--- src/rtl/shr_pkg.sv ---
package shr_pkg;
  localparam int ADDR_W = 12;
  localparam int DATA_W = 32;

  // per-port register word index (in-bank offset >> 2)
  localparam logic [3:0] IDX_CLB  = 4'd0;
  localparam logic [3:0] IDX_IS   = 4'd4;
  localparam logic [3:0] IDX_IE   = 4'd5;
  localparam logic [3:0] IDX_CMD  = 4'd6;
  localparam logic [3:0] IDX_SSTS = 4'd10;
  localparam logic [3:0] IDX_CI   = 4'd14;
  localparam int         NREG     = 15;

  // bits the command word keeps
  localparam logic [DATA_W-1:0] CMD_KEEP = 32'h0100_C01F;

  // global register word index (offset >> 2)
  localparam logic [2:0] G_CAP  = 3'd0;
  localparam logic [2:0] G_CTL  = 3'd1;
  localparam logic [2:0] G_STAT = 3'd2;
  localparam logic [2:0] G_PI   = 3'd3;
  localparam logic [2:0] G_VER  = 3'd4;

  localparam logic [DATA_W-1:0] CTL_VALUE = 32'h8000_0000;
endpackage

--- src/rtl/shr_port_bank.sv ---
module shr_port_bank
  import shr_pkg::*;
(
  input  logic              clk,
  input  logic              rst_n,
  input  logic              soft_rst,
  input  logic              wr_en,
  input  logic [4:0]        wr_word,
  input  logic [DATA_W-1:0] wr_data,
  input  logic [4:0]        rd_word,
  input  logic [DATA_W-1:0] evt_set,
  input  logic              link_up,
  output logic [DATA_W-1:0] rd_data,
  output logic              pending,
  output logic              kick_req
);
  logic [DATA_W-1:0] regs_q [NREG];
  logic              wr_hit;
  logic [3:0]        widx;
  logic [DATA_W-1:0] clr_mask;
  logic [DATA_W-1:0] stat_q;
  logic [DATA_W-1:0] mask_q;
  logic [DATA_W-1:0] cmd_q;

  assign widx     = wr_word[3:0];
  assign wr_hit   = wr_en && !wr_word[4] && (widx != 4'hF);
  assign clr_mask = (wr_hit && widx == IDX_IS) ? wr_data : '0;
  assign stat_q   = regs_q[IDX_IS];
  assign mask_q   = regs_q[IDX_IE];
  assign cmd_q    = regs_q[IDX_CMD];

  always_ff @(posedge clk or negedge rst_n) begin
    if (!rst_n) begin
      for (int i = 0; i < NREG; i++) regs_q[i] <= '0;
    end else if (soft_rst) begin
      for (int i = 0; i < NREG; i++) regs_q[i] <= '0;
    end else begin
      for (int i = 0; i < NREG; i++) begin
        if (wr_hit && widx == 4'(i)) regs_q[i] <= wr_data;
      end
      // special words override the plain store
      regs_q[IDX_SSTS] <= '0;
      if (wr_hit && widx == IDX_CMD) regs_q[IDX_CMD] <= wr_data & CMD_KEEP;
      regs_q[IDX_IS] <= (stat_q & ~clr_mask) | evt_set;
    end
  end

  assign pending  = |(stat_q & mask_q);
  assign kick_req = wr_hit && ((widx == IDX_CMD && wr_data[0]) ||
                               (widx == IDX_CI && cmd_q[0]));

  always_comb begin
    if (rd_word[4] || rd_word[3:0] == 4'hF) rd_data = '0;
    else if (rd_word[3:0] == IDX_SSTS)      rd_data = {30'd0, link_up, link_up};
    else                                     rd_data = regs_q[rd_word[3:0]];
  end

  AST_W1C_CLEARS: assert property (@(posedge clk) disable iff (!rst_n)
    (wr_hit && widx == IDX_IS && evt_set == '0 && !soft_rst)
      |=> ((stat_q & $past(wr_data)) == '0));

  AST_SOFT_RESET_EMPTIES: assert property (@(posedge clk) disable iff (!rst_n)
    soft_rst |=> (stat_q == '0 && cmd_q == '0));
endmodule

--- src/rtl/shr_kick_timer.sv ---
module shr_kick_timer #(
  parameter int DELAY = 125000
) (
  input  logic clk,
  input  logic rst_n,
  input  logic clear,
  input  logic restart,
  output logic kick
);
  localparam int CW = $clog2(DELAY + 1);
  localparam logic [CW-1:0] LOAD = CW'(DELAY);

  logic [CW-1:0] cnt_q;

  always_ff @(posedge clk or negedge rst_n) begin
    if (!rst_n) begin
      cnt_q <= '0;
      kick  <= 1'b0;
    end else if (clear) begin
      cnt_q <= '0;
      kick  <= 1'b0;
    end else if (restart) begin
      cnt_q <= LOAD;
      kick  <= 1'b0;
    end else begin
      kick <= (cnt_q == CW'(1));
      if (cnt_q != '0) cnt_q <= cnt_q - CW'(1);
    end
  end

  AST_KICK_SINGLE: assert property (@(posedge clk) disable iff (!rst_n)
    kick |=> !kick);
endmodule

--- src/rtl/shr_irq_merge.sv ---
module shr_irq_merge #(
  parameter int NPORTS = 2
) (
  input  logic              clk,
  input  logic              rst_n,
  input  logic [NPORTS-1:0] pend,
  input  logic              clr_we,
  input  logic [NPORTS-1:0] clr_bits,
  output logic [NPORTS-1:0] gstat,
  output logic              irq
);
  always_ff @(posedge clk or negedge rst_n) begin
    if (!rst_n) gstat <= '0;
    else        gstat <= (gstat & ~(clr_we ? clr_bits : '0)) | pend;
  end

  assign irq = |gstat;

  for (genvar p = 0; p < NPORTS; p++) begin : g_chk
    AST_PEND_SETS_GLOBAL: assert property (@(posedge clk) disable iff (!rst_n)
      pend[p] |=> gstat[p]);
  end

  AST_IRQ_NEEDS_CAUSE: assert property (@(posedge clk) disable iff (!rst_n)
    $rose(irq) |-> $past(|pend));
endmodule

--- src/rtl/sata_host_regs.sv ---
module sata_host_regs
  import shr_pkg::*;
#(
  parameter int              NPORTS     = 2,
  parameter int              KICK_DELAY = 125000,
  parameter logic [31:0]     PORTS_IMPL = 32'h0000_0001,
  parameter logic [31:0]     VERSION    = 32'h0001_0100
) (
  input  logic                     clk,
  input  logic                     rst_n,
  input  logic                     req_valid,
  input  logic                     req_write,
  input  logic [11:0]              req_addr,
  input  logic [31:0]              req_wdata,
  output logic                     rsp_valid,
  output logic [31:0]              rsp_rdata,
  input  logic [NPORTS*32-1:0]     port_evt,
  input  logic                     drive_present,
  output logic                     irq,
  output logic [NPORTS-1:0]        port_kick
);
  localparam int PIDX_W = (NPORTS > 1) ? $clog2(NPORTS) : 1;
  localparam logic [ADDR_W-1:0] BANK_BASE = 12'h100;
  localparam logic [ADDR_W-1:0] BANK_END  = ADDR_W'(32'h100 + NPORTS * 32'h80);
  localparam logic [DATA_W-1:0] CAP_VALUE = 32'h0000_1F00 | DATA_W'(NPORTS);

  logic              aligned, wr_ok, g_sel, in_bank;
  logic [2:0]        g_word;
  logic [ADDR_W-1:0] bank_off;
  logic [PIDX_W-1:0] bank_idx;
  logic              soft_rst, gclr_we;
  logic [NPORTS-1:0] bank_we, pend, kick_req, gstat;
  logic [DATA_W-1:0] bank_rd [NPORTS];
  logic [DATA_W-1:0] rd_next;

  assign aligned  = (req_addr[1:0] == 2'b00);
  assign wr_ok    = req_valid && req_write && aligned;
  assign g_sel    = (req_addr < 12'h020);
  assign g_word   = req_addr[4:2];
  assign in_bank  = (req_addr >= BANK_BASE) && (req_addr < BANK_END);
  assign bank_off = req_addr - BANK_BASE;
  assign bank_idx = PIDX_W'(bank_off >> 7);
  assign soft_rst = wr_ok && g_sel && (g_word == G_CTL) && req_wdata[0];
  assign gclr_we  = wr_ok && g_sel && (g_word == G_STAT);

  for (genvar p = 0; p < NPORTS; p++) begin : g_port
    logic link;
    if (p == 0) begin : g_link0
      assign link = drive_present;
    end else begin : g_linkn
      assign link = 1'b0;
    end

    assign bank_we[p] = wr_ok && in_bank && (bank_idx == PIDX_W'(p));

    shr_port_bank u_bank (
      .clk      (clk),
      .rst_n    (rst_n),
      .soft_rst (soft_rst),
      .wr_en    (bank_we[p]),
      .wr_word  (req_addr[6:2]),
      .wr_data  (req_wdata),
      .rd_word  (req_addr[6:2]),
      .evt_set  (port_evt[p*32 +: 32]),
      .link_up  (link),
      .rd_data  (bank_rd[p]),
      .pending  (pend[p]),
      .kick_req (kick_req[p])
    );

    shr_kick_timer #(.DELAY(KICK_DELAY)) u_timer (
      .clk     (clk),
      .rst_n   (rst_n),
      .clear   (soft_rst),
      .restart (kick_req[p]),
      .kick    (port_kick[p])
    );
  end

  shr_irq_merge #(.NPORTS(NPORTS)) u_merge (
    .clk      (clk),
    .rst_n    (rst_n),
    .pend     (pend),
    .clr_we   (gclr_we),
    .clr_bits (req_wdata[NPORTS-1:0]),
    .gstat    (gstat),
    .irq      (irq)
  );

  always_comb begin
    rd_next = '0;
    if (g_sel) begin
      case (g_word)
        G_CAP:   rd_next = CAP_VALUE;
        G_CTL:   rd_next = CTL_VALUE;
        G_STAT:  rd_next = {{(DATA_W-NPORTS){1'b0}}, gstat};
        G_PI:    rd_next = PORTS_IMPL;
        G_VER:   rd_next = VERSION;
        default: rd_next = '0;
      endcase
    end else if (in_bank) begin
      rd_next = bank_rd[bank_idx];
    end
  end

  always_ff @(posedge clk or negedge rst_n) begin
    if (!rst_n) begin
      rsp_valid <= 1'b0;
      rsp_rdata <= '0;
    end else begin
      rsp_valid <= req_valid && !req_write;
      if (req_valid && !req_write) rsp_rdata <= rd_next;
    end
  end

  AST_MISALIGNED_NO_WRITE: assert property (@(posedge clk) disable iff (!rst_n)
    (req_valid && req_write && !aligned)
      |-> (bank_we == '0 && !soft_rst && !gclr_we));

  AST_WRITE_NO_RESPONSE: assert property (@(posedge clk) disable iff (!rst_n)
    (req_valid && req_write) |=> !rsp_valid);
endmodule

--- config.mk ---
export PLATFORM = sky130hd
export DESIGN_NAME = sata_host_regs
export DESIGN_NICKNAME = d
export VERILOG_FILES = /design/src/rtl/shr_pkg.sv /design/src/rtl/shr_port_bank.sv /design/src/rtl/shr_kick_timer.sv /design/src/rtl/shr_irq_merge.sv /design/src/rtl/sata_host_regs.sv
export SDC_FILE = /design/constraint.sdc
export NUM_CORES = 2
export LEC_CHECK = 0
export CORE_MARGIN = 3
export CORE_UTILIZATION = 30
export CTS_CLUSTER_DIAMETER = 100
export CTS_CLUSTER_SIZE = 30
export DETAILED_ROUTE_END_ITERATION = 7
export DONT_BUFFER_PORTS = 1
export HOLD_SLACK_MARGIN = 0.05
export SLEW_MARGIN = 10
export SYNTH_ARGS = -nofsm -noshare
export SYNTH_HDL_FRONTEND = slang
export SYNTH_SLANG_ARGS = --single-unit
--- constraint.sdc ---
create_clock -name clk -period 2.1 [get_ports clk]
set_input_delay 0.42 -clock clk [delete_from_list [all_inputs] [get_ports clk]]
set_output_delay 0.42 -clock clk [all_outputs]
set_load 0.05 [all_outputs]
Word-level counts from Yosys, hierarchy flattened

Cells that the tools add are included.

Add/sub/neg operators: 3
Order comparisons: 5
Equality and inequality tests: 22
Muxes and demuxes: 57
Bitwise operators: 14
Reductions and logical operators: 89

Operators by type and width:

| cell                  | number |
|---|---|
| $mux 32               | 41 |
| $mux 480              | 2 |
| $bmux 32 s4           | 2 |
| $pmux 32 s5           | 1 |
| $and 32x32->32        | 4 |
| $mux 17               | 6 |
| $not 32->32           | 2 |
| $or 32x32->32         | 2 |
| $reduce_or 32->1      | 2 |
| $reduce_bool 2->1     | 26 |
| $logic_and 1x1->1     | 48 |
| $eq 17x1->1 const B   | 2 |
| $reduce_bool 17->1    | 2 |
| $sub 17x1->17 const B | 2 |
| $eq 4x4->1 const B    | 8 |
| $eq 4x3->1 const B    | 4 |
| $ge 12x9->1 const B   | 1 |
| $lt 12x10->1 const B  | 1 |
| $lt 12x6->1 const B   | 1 |
| $eq 4x2->1 const B    | 2 |
| $sub 8x1->8 const B   | 1 |
| $eq 3x2->1 const B    | 2 |
| $reduce_bool 3->1     | 2 |
| $ge 5x5->1 const B    | 1 |
| 19 further kinds      | 25 |

Bits in registers: 1031
Bits of input ports: 113
Output and inout port bits: 36
Word-level logic and storage cells: 227

Longest topological paths before layout

Depth in word-level cells: 12
Mapped depth: 10
Gate-level depth less buffers: 7

Modules after synthesis

From an unflattened synthesis, not the netlist that was laid out.

Cells, all modules: 5067
Area total of the unflattened synthesis: 45750.1 um2

Modules (own cells, without submodules):

| module                            | instances | cells an instance | area an instance (um2) | sequential area each (um2) |
|---|---|---|---|---|
| shr_port_bank at g_port[0].u_bank | 1         | 2329              | 20978.9                | 10610.2 |
| shr_port_bank at g_port[1].u_bank | 1         | 2354              | 20838.7                | 10610.2 |
| shr_kick_timer                    | 2         | 102               | 1014.7                 | 450.4 |
| sata_host_regs                    | 1         | 173               | 1824.2                 | 825.8 |
| shr_irq_merge                     | 1         | 7                 | 78.8                   | 50.0 |

Worst setup path after synthesis

Ideal clock, no wire load.

Kind: input port to flip-flop
Start point: input port req_addr[9]
End point: register g_port[0].u_bank.regs_q, in the netlist g_port[0].u_bank.mask_q[0]
Library setup time: 129 ps
Data arrival time: 2382 ps
Required time: 1971 ps
Setup slack: -411 ps
Stages: 9
Path buffers: 4
Cell sequence: or4_1 > buf_2 > or3_1 > buf_4 > or3_1 > buf_2 > buf_2 > nand3_1 > o21ai_1

Word-level cells in the longest chain between the ends: 8
Elaborated cells on any way between the ends: 14
Those cells by class: order compare: 3; mux: 1; reduce/logical: 10

Ends and longest elaborated chain:

| element                                     | RTL line             | RTL |
|---|---|---|
| start, declared                             | sata_host_regs.sv:13 | `input logic [11:0] req_addr,` |
| $ge 12x9->1 or $lt 12x10->1 (tied branches) | sata_host_regs.sv:40 | `assign in_bank = (req_addr >= BANK_BASE) && (req_addr < BANK_END);` |
| $logic_and 1x1->1                           | sata_host_regs.sv:40 |  |
| $logic_and 1x1->1 (2 in a row)              | sata_host_regs.sv:54 | `assign bank_we[p] = wr_ok && in_bank && (bank_idx == PIDX_W'(p));` |
| $logic_and 1x1->1 (2 in a row)              | shr_port_bank.sv:26  | `assign wr_hit = wr_en && !wr_word[4] && (widx != 4'hF);` |
| $logic_and 1x1->1                           | shr_port_bank.sv:39  | `if (wr_hit && widx == 4'(i)) regs_q[i] <= wr_data;` |
| $reduce_bool 2->1 (no source line)          | --                   |  |
| end signal, assigned by index               | shr_port_bank.sv:39  |  |
| end signal, assigned by index               | shr_port_bank.sv:43  | `if (wr_hit && widx == IDX_CMD) regs_q[IDX_CMD] <= wr_data & CMD_KEEP;` |
| end signal, assigned by index               | shr_port_bank.sv:44  | `regs_q[IDX_IS] <= (stat_q & ~clr_mask) \| evt_set;` |
| end, declared                               | shr_port_bank.sv:17  | `logic [DATA_W-1:0] regs_q [NREG];` |

Several ways; a longest one is shown, not always the timed one.
A chain may end at the register's enable or synchronous reset.

Worst setup path in the final report

Start point: register g_port[1].u_bank.regs_q[402] (netlist name)
End point: register rsp_rdata[18]

Word-level cells in the longest chain between the ends: 10

Ends and longest elaborated chain:

| element                                    | RTL line              | RTL |
|---|---|---|
| start, declared                            | shr_port_bank.sv:17   |  |
| start signal, assigned by index            | shr_port_bank.sv:39   |  |
| start signal, assigned by index            | shr_port_bank.sv:43   |  |
| start signal, assigned by index            | shr_port_bank.sv:44   |  |
| $bmux 32 s4                                | shr_port_bank.sv:55   | `else rd_data = regs_q[rd_word[3:0]];` |
| $mux 32 (not written as such) (2 in a row) | shr_port_bank.sv:55   |  |
| $mux 32                                    | shr_port_bank.sv:54   | `else if (rd_word[3:0] == IDX_SSTS) rd_data = {30'd0, link_up, link_up};` |
| $mux 32                                    | shr_port_bank.sv:53   | `if (rd_word[4] \|\| rd_word[3:0] == 4'hF) rd_data = '0;` |
| $mux 32 (not written as such) (3 in a row) | sata_host_regs.sv:102 | `rd_next = bank_rd[bank_idx];` |
| $mux 32                                    | sata_host_regs.sv:101 | `end else if (in_bank) begin` |
| $mux 32                                    | sata_host_regs.sv:92  | `if (g_sel) begin` |
| end signal, assigned                       | sata_host_regs.sv:112 | `if (req_valid && !req_write) rsp_rdata <= rd_next;` |
| end, declared                              | sata_host_regs.sv:16  | `output logic [31:0] rsp_rdata,` |

No other way between the ends. The select of a mux whose other input is x is not followed.

==> metrics.log <==
INFO  metric nNetsFinal = 5171
INFO  metric synth.ff_latch_count = 919
INFO  metric final_cell_mix = nand2_1, dfrtp_1, a21oi_1, a21oi_2, buf_4
INFO  metric pwr_density_cell = 570 nW/µm²
INFO  metric timing.critical_path.max_delay_family = simple AND/OR/NAND/NOR gates
INFO  metric max_clock_freq = 488 MHz
INFO  metric fp.dieH = 393 µm
INFO  metric ys_dominant_reg_cell = dfrtp_1
INFO  metric yosysUniqueCellTypes = 70
INFO  metric postCtsHoldBufs = 123
INFO  metric vdd.ir_drop.worst = 0.000574 V
INFO  metric report.final.hold_viol_count = 233
INFO  metric detail_route.drc_violations = 0
INFO  metric maxSlewHeadroom = 0.253
INFO  metric maxSlewViolCount = 0
INFO  metric final_antenna_net_count = 0
INFO  metric failing_checks = hold timing
INFO  metric cp_slowest_stage_delay = 0.45 ns
INFO  metric synth_sequential_area_ratio = 0.513
INFO  metric outcome = finished, violations left
INFO  metric final_layout_size_suffix_gt1_frac = 0.193
INFO  metric fin_area = 53300 µm²
INFO  metric path_max_fanout = 2
INFO  metric critPathCaptureType = flop
INFO  metric floorplan.initialDensity = 0.303
INFO  metric port_buffers = 0
INFO  metric crit_path_cell_trace = mux4_2 > nor2_1 > nor3_1 > o21ai_0 > buf_4 > o211ai_1
INFO  metric die_outline_area = 154000 µm²
INFO  metric post-route-min-period = 2.05 ns
INFO  metric num_vias = 39800
INFO  metric grt_remaining_overflow = 0
INFO  metric worstSkewPairLatency = 0.66 ns
INFO  metric postcts_setup_bufs = 0
INFO  metric synth-edff-count = 0
INFO  metric groute.usage.overall = 0.235
INFO  metric post_synth_inst_count = 5028
INFO  metric avgSynthCellArea = 8.91 µm²
INFO  metric critical_path_arrival = 2.58 ns
INFO  metric fin_crit_sh = 0.975
INFO  metric cap_violations = 0
INFO  metric ctsHtreeMaxLevel = 2
INFO  metric layout.core_utilization = 0.360
INFO  metric gp_congestion = 0.885
INFO  metric final.setup_skew = 0.0321 ns
INFO  metric synth_warnings = 0
INFO  metric worstHoldPathType = primary input to async pin
INFO  metric path_buf_inv = 1
INFO  metric via_per_inst = 5.69
INFO  metric placed_standard_cell_area = 50400 µm²
INFO  metric cts-root-buf = clkbuf_16
INFO  metric synthToLayoutAreaGrowth = 19.0%
INFO  metric number_of_antenna_violations_at_the_first_check_in_global_routing = 11
INFO  metric drt_first_iter_violations = 4660
INFO  metric routed_wire_length_per_instance = 26.4 µm
INFO  metric timing.critical_path.slowest_stage_cell = mux4_2
INFO  metric worst_pin_slew = 1.12 ns
INFO  metric mostFrequentLayoutCell = nand2_1
INFO  metric worst-endpoint-required = 2.64 ns
INFO  metric category_of_the_critical_setup_timing_path = flop to flop
INFO  metric final.fill_count = 14700
INFO  metric maximum_number_of_pins_on_one_net_before_global_route_repair = 920
INFO  metric placementRows = 141
INFO  metric cts_buffers = 38
INFO  metric setup_slack = 0.0526 ns
INFO  metric detail_route.first_pass.iterations = 6
INFO  metric synth_nets = 5145
INFO  metric grt_first_pass_wirelength = 271 mm
INFO  metric report.power.total = 30400 µW
INFO  metric netlist_area = 44800 µm²
INFO  metric coreArea = 148000 µm²
INFO  metric leakage = 0.0214 µW
INFO  metric ys_async_sr_fraction = 1.00
INFO  metric dp_hpwl = 113 mm
INFO  metric tritoncts_clock_tree = built
INFO  metric number_of_global_route_vias_before_repair = 38700
INFO  metric chipWidth = 393 µm
INFO  metric setup_viol = 0
INFO  metric worst_setup_path_start_kind = flop
INFO  metric holdWs = -0.560 ns
INFO  metric finalWirelength = 185 mm
INFO  metric cts.sink_count = 919
INFO  metric cts-root-to-sink-buffers = 3
INFO  metric num_io_pins = 149
INFO  metric clk_pin_slew_worst_paths = 0.12 ns
INFO  metric placement.setup.worst_slack = -0.503 ns
INFO  metric rsz_0062_raised_after_global_routing = no
cells in the mapped netlist, types with 5 or more instances:
master     number  area (µm²)
xor2_1          8        70.1
mux2i_1        51         510
o21ai_0        71         355
nand3_1        57         285
nand4_1        89         557
or2_2           8        50.1
mux4_2         82        1850
o221ai_1       16         140
a32oi_1         5        43.8
a22oi_1        68         510
a21oi_1       871        4360
nor4_1         15        93.8
o2111ai_1       5        43.8
buf_1          49         184
xnor2_1        11        96.3
a211oi_1        9        67.6
a31oi_1        10        62.6
nor2_1        148         556
or3_1          18         113
o211ai_1       30         225
and3_1         18         113
a211o_1         7        61.3
a221oi_1       67         587
o31ai_1         7        52.6
nand2_1      1613        6050
clkbuf_1      327        1230
nor3_1         41         205
a221o_1        33         330
dfrtp_1       919       23000
mux2_2        110        1240
nand2b_1       12        75.1
nor2b_1         9        56.3
nor3_2          5        50.1
a22o_1         15         131
o2bb2ai_1       8        70.1
buf_2         133         666
inv_1          12        45.0
worst paths after layout:
path	startpoint	to	slack, ns	cells past startpoint
max in group asynchronous	rst_n	g_port[0].u_bank.regs_q[401]	0.42	3
max	g_port[1].u_bank.regs_q[402]	rsp_rdata[18]	0.05	6
min in group clk	req_wdata[15]	g_port[1].u_bank.regs_q[399]	0.07	3
max reg2reg	g_port[1].u_bank.regs_q[402]	rsp_rdata[18]	0.05	6
min reg2reg	g_port[1].u_bank.regs_q[384]	g_port[1].u_bank.regs_q[384]	0.51	2
min	rst_n	g_port[1].u_bank.stat_q[2]	-0.56	0
repair_timing:
action                     in CTS  in global routing
hold endpoints to repair     1748                233
resized for setup               0                  6
setup endpoints to repair       0                386
kinds of logic (layout without fill, tap and decap cells):
logic type	Yosys count	after routing	synth area share
DFF	919	919	0.513
muxes	243	243	0.0802
adders and majority gates	4	4	0.00112
AOI/OAI and AO/OA	1255	1255	0.163
and+or+nand+nor	2063	2064	0.190
buffers and inverters	525	559	0.0480
xor gates and xnor gates	19	19	0.00371
other	0	5	0
stage by stage:
step | setup TNS (ns) | instances
floorplan | -127.16 | 5028
global route | 0 | 6993
CTS | 0 | 6986
global placement | -334.20 | 6814
detailed placement | -314.61 | 6814
finish | 0 | 6998
power by group:
group	switching, µW	total (µW)	internal, µW	leakage (µW)
clock	6100	9740	3640	0.000548
sequential	223	18100	17800	0.0124
combinational	1680	2600	919	0.00846
total	8000	30400	22400	0.0214
final cells by class:
class | instances | area (µm²) | share of cell area
Inverter | 12 | 46.3 | 0.000868
Multi-Input combinational cell | 3585 | 20900 | 0.393
Clock inverter | 8 | 95.1 | 0.00178
Sequential cell | 919 | 23000 | 0.431
Clock buffer | 41 | 1030 | 0.0192
Antenna cell | 5 | 12.5 | 0.000235
Tap cell | 1930 | 2410 | 0.0453
Timing Repair Buffer | 498 | 5810 | 0.109
sequential cells by signal, indices dropped and copies added, names as in the netlist:
name / flops
g_port.u_bank.cmd_q: 16
rsp_valid: 1
u_merge.gstat: 2
g_port.u_bank.stat_q: 64
g_port.u_bank.regs_q: 704
g_port.u_timer.cnt_q: 34
g_port.u_bank.mask_q: 64
rsp_rdata: 32
g_port.u_timer.kick: 2
per-layer routing:
| metal | routed length [µm] | share of wire | GRT usage | up-vias |
|---|---|---|---|---|
| li1 | - | - | - | 17300 |
| met1 | 73600 | 0.40 | 0.312 | 20100 |
| met2 | 79900 | 0.43 | 0.350 | 2040 |
| met3 | 21400 | 0.12 | 0.0712 | 377 |
| met4 | 9940 | 0.054 | 0.109 | 10 |
| met5 | 66 | 0.00036 | 0 | - |
(Power assumes the default switching activity.)
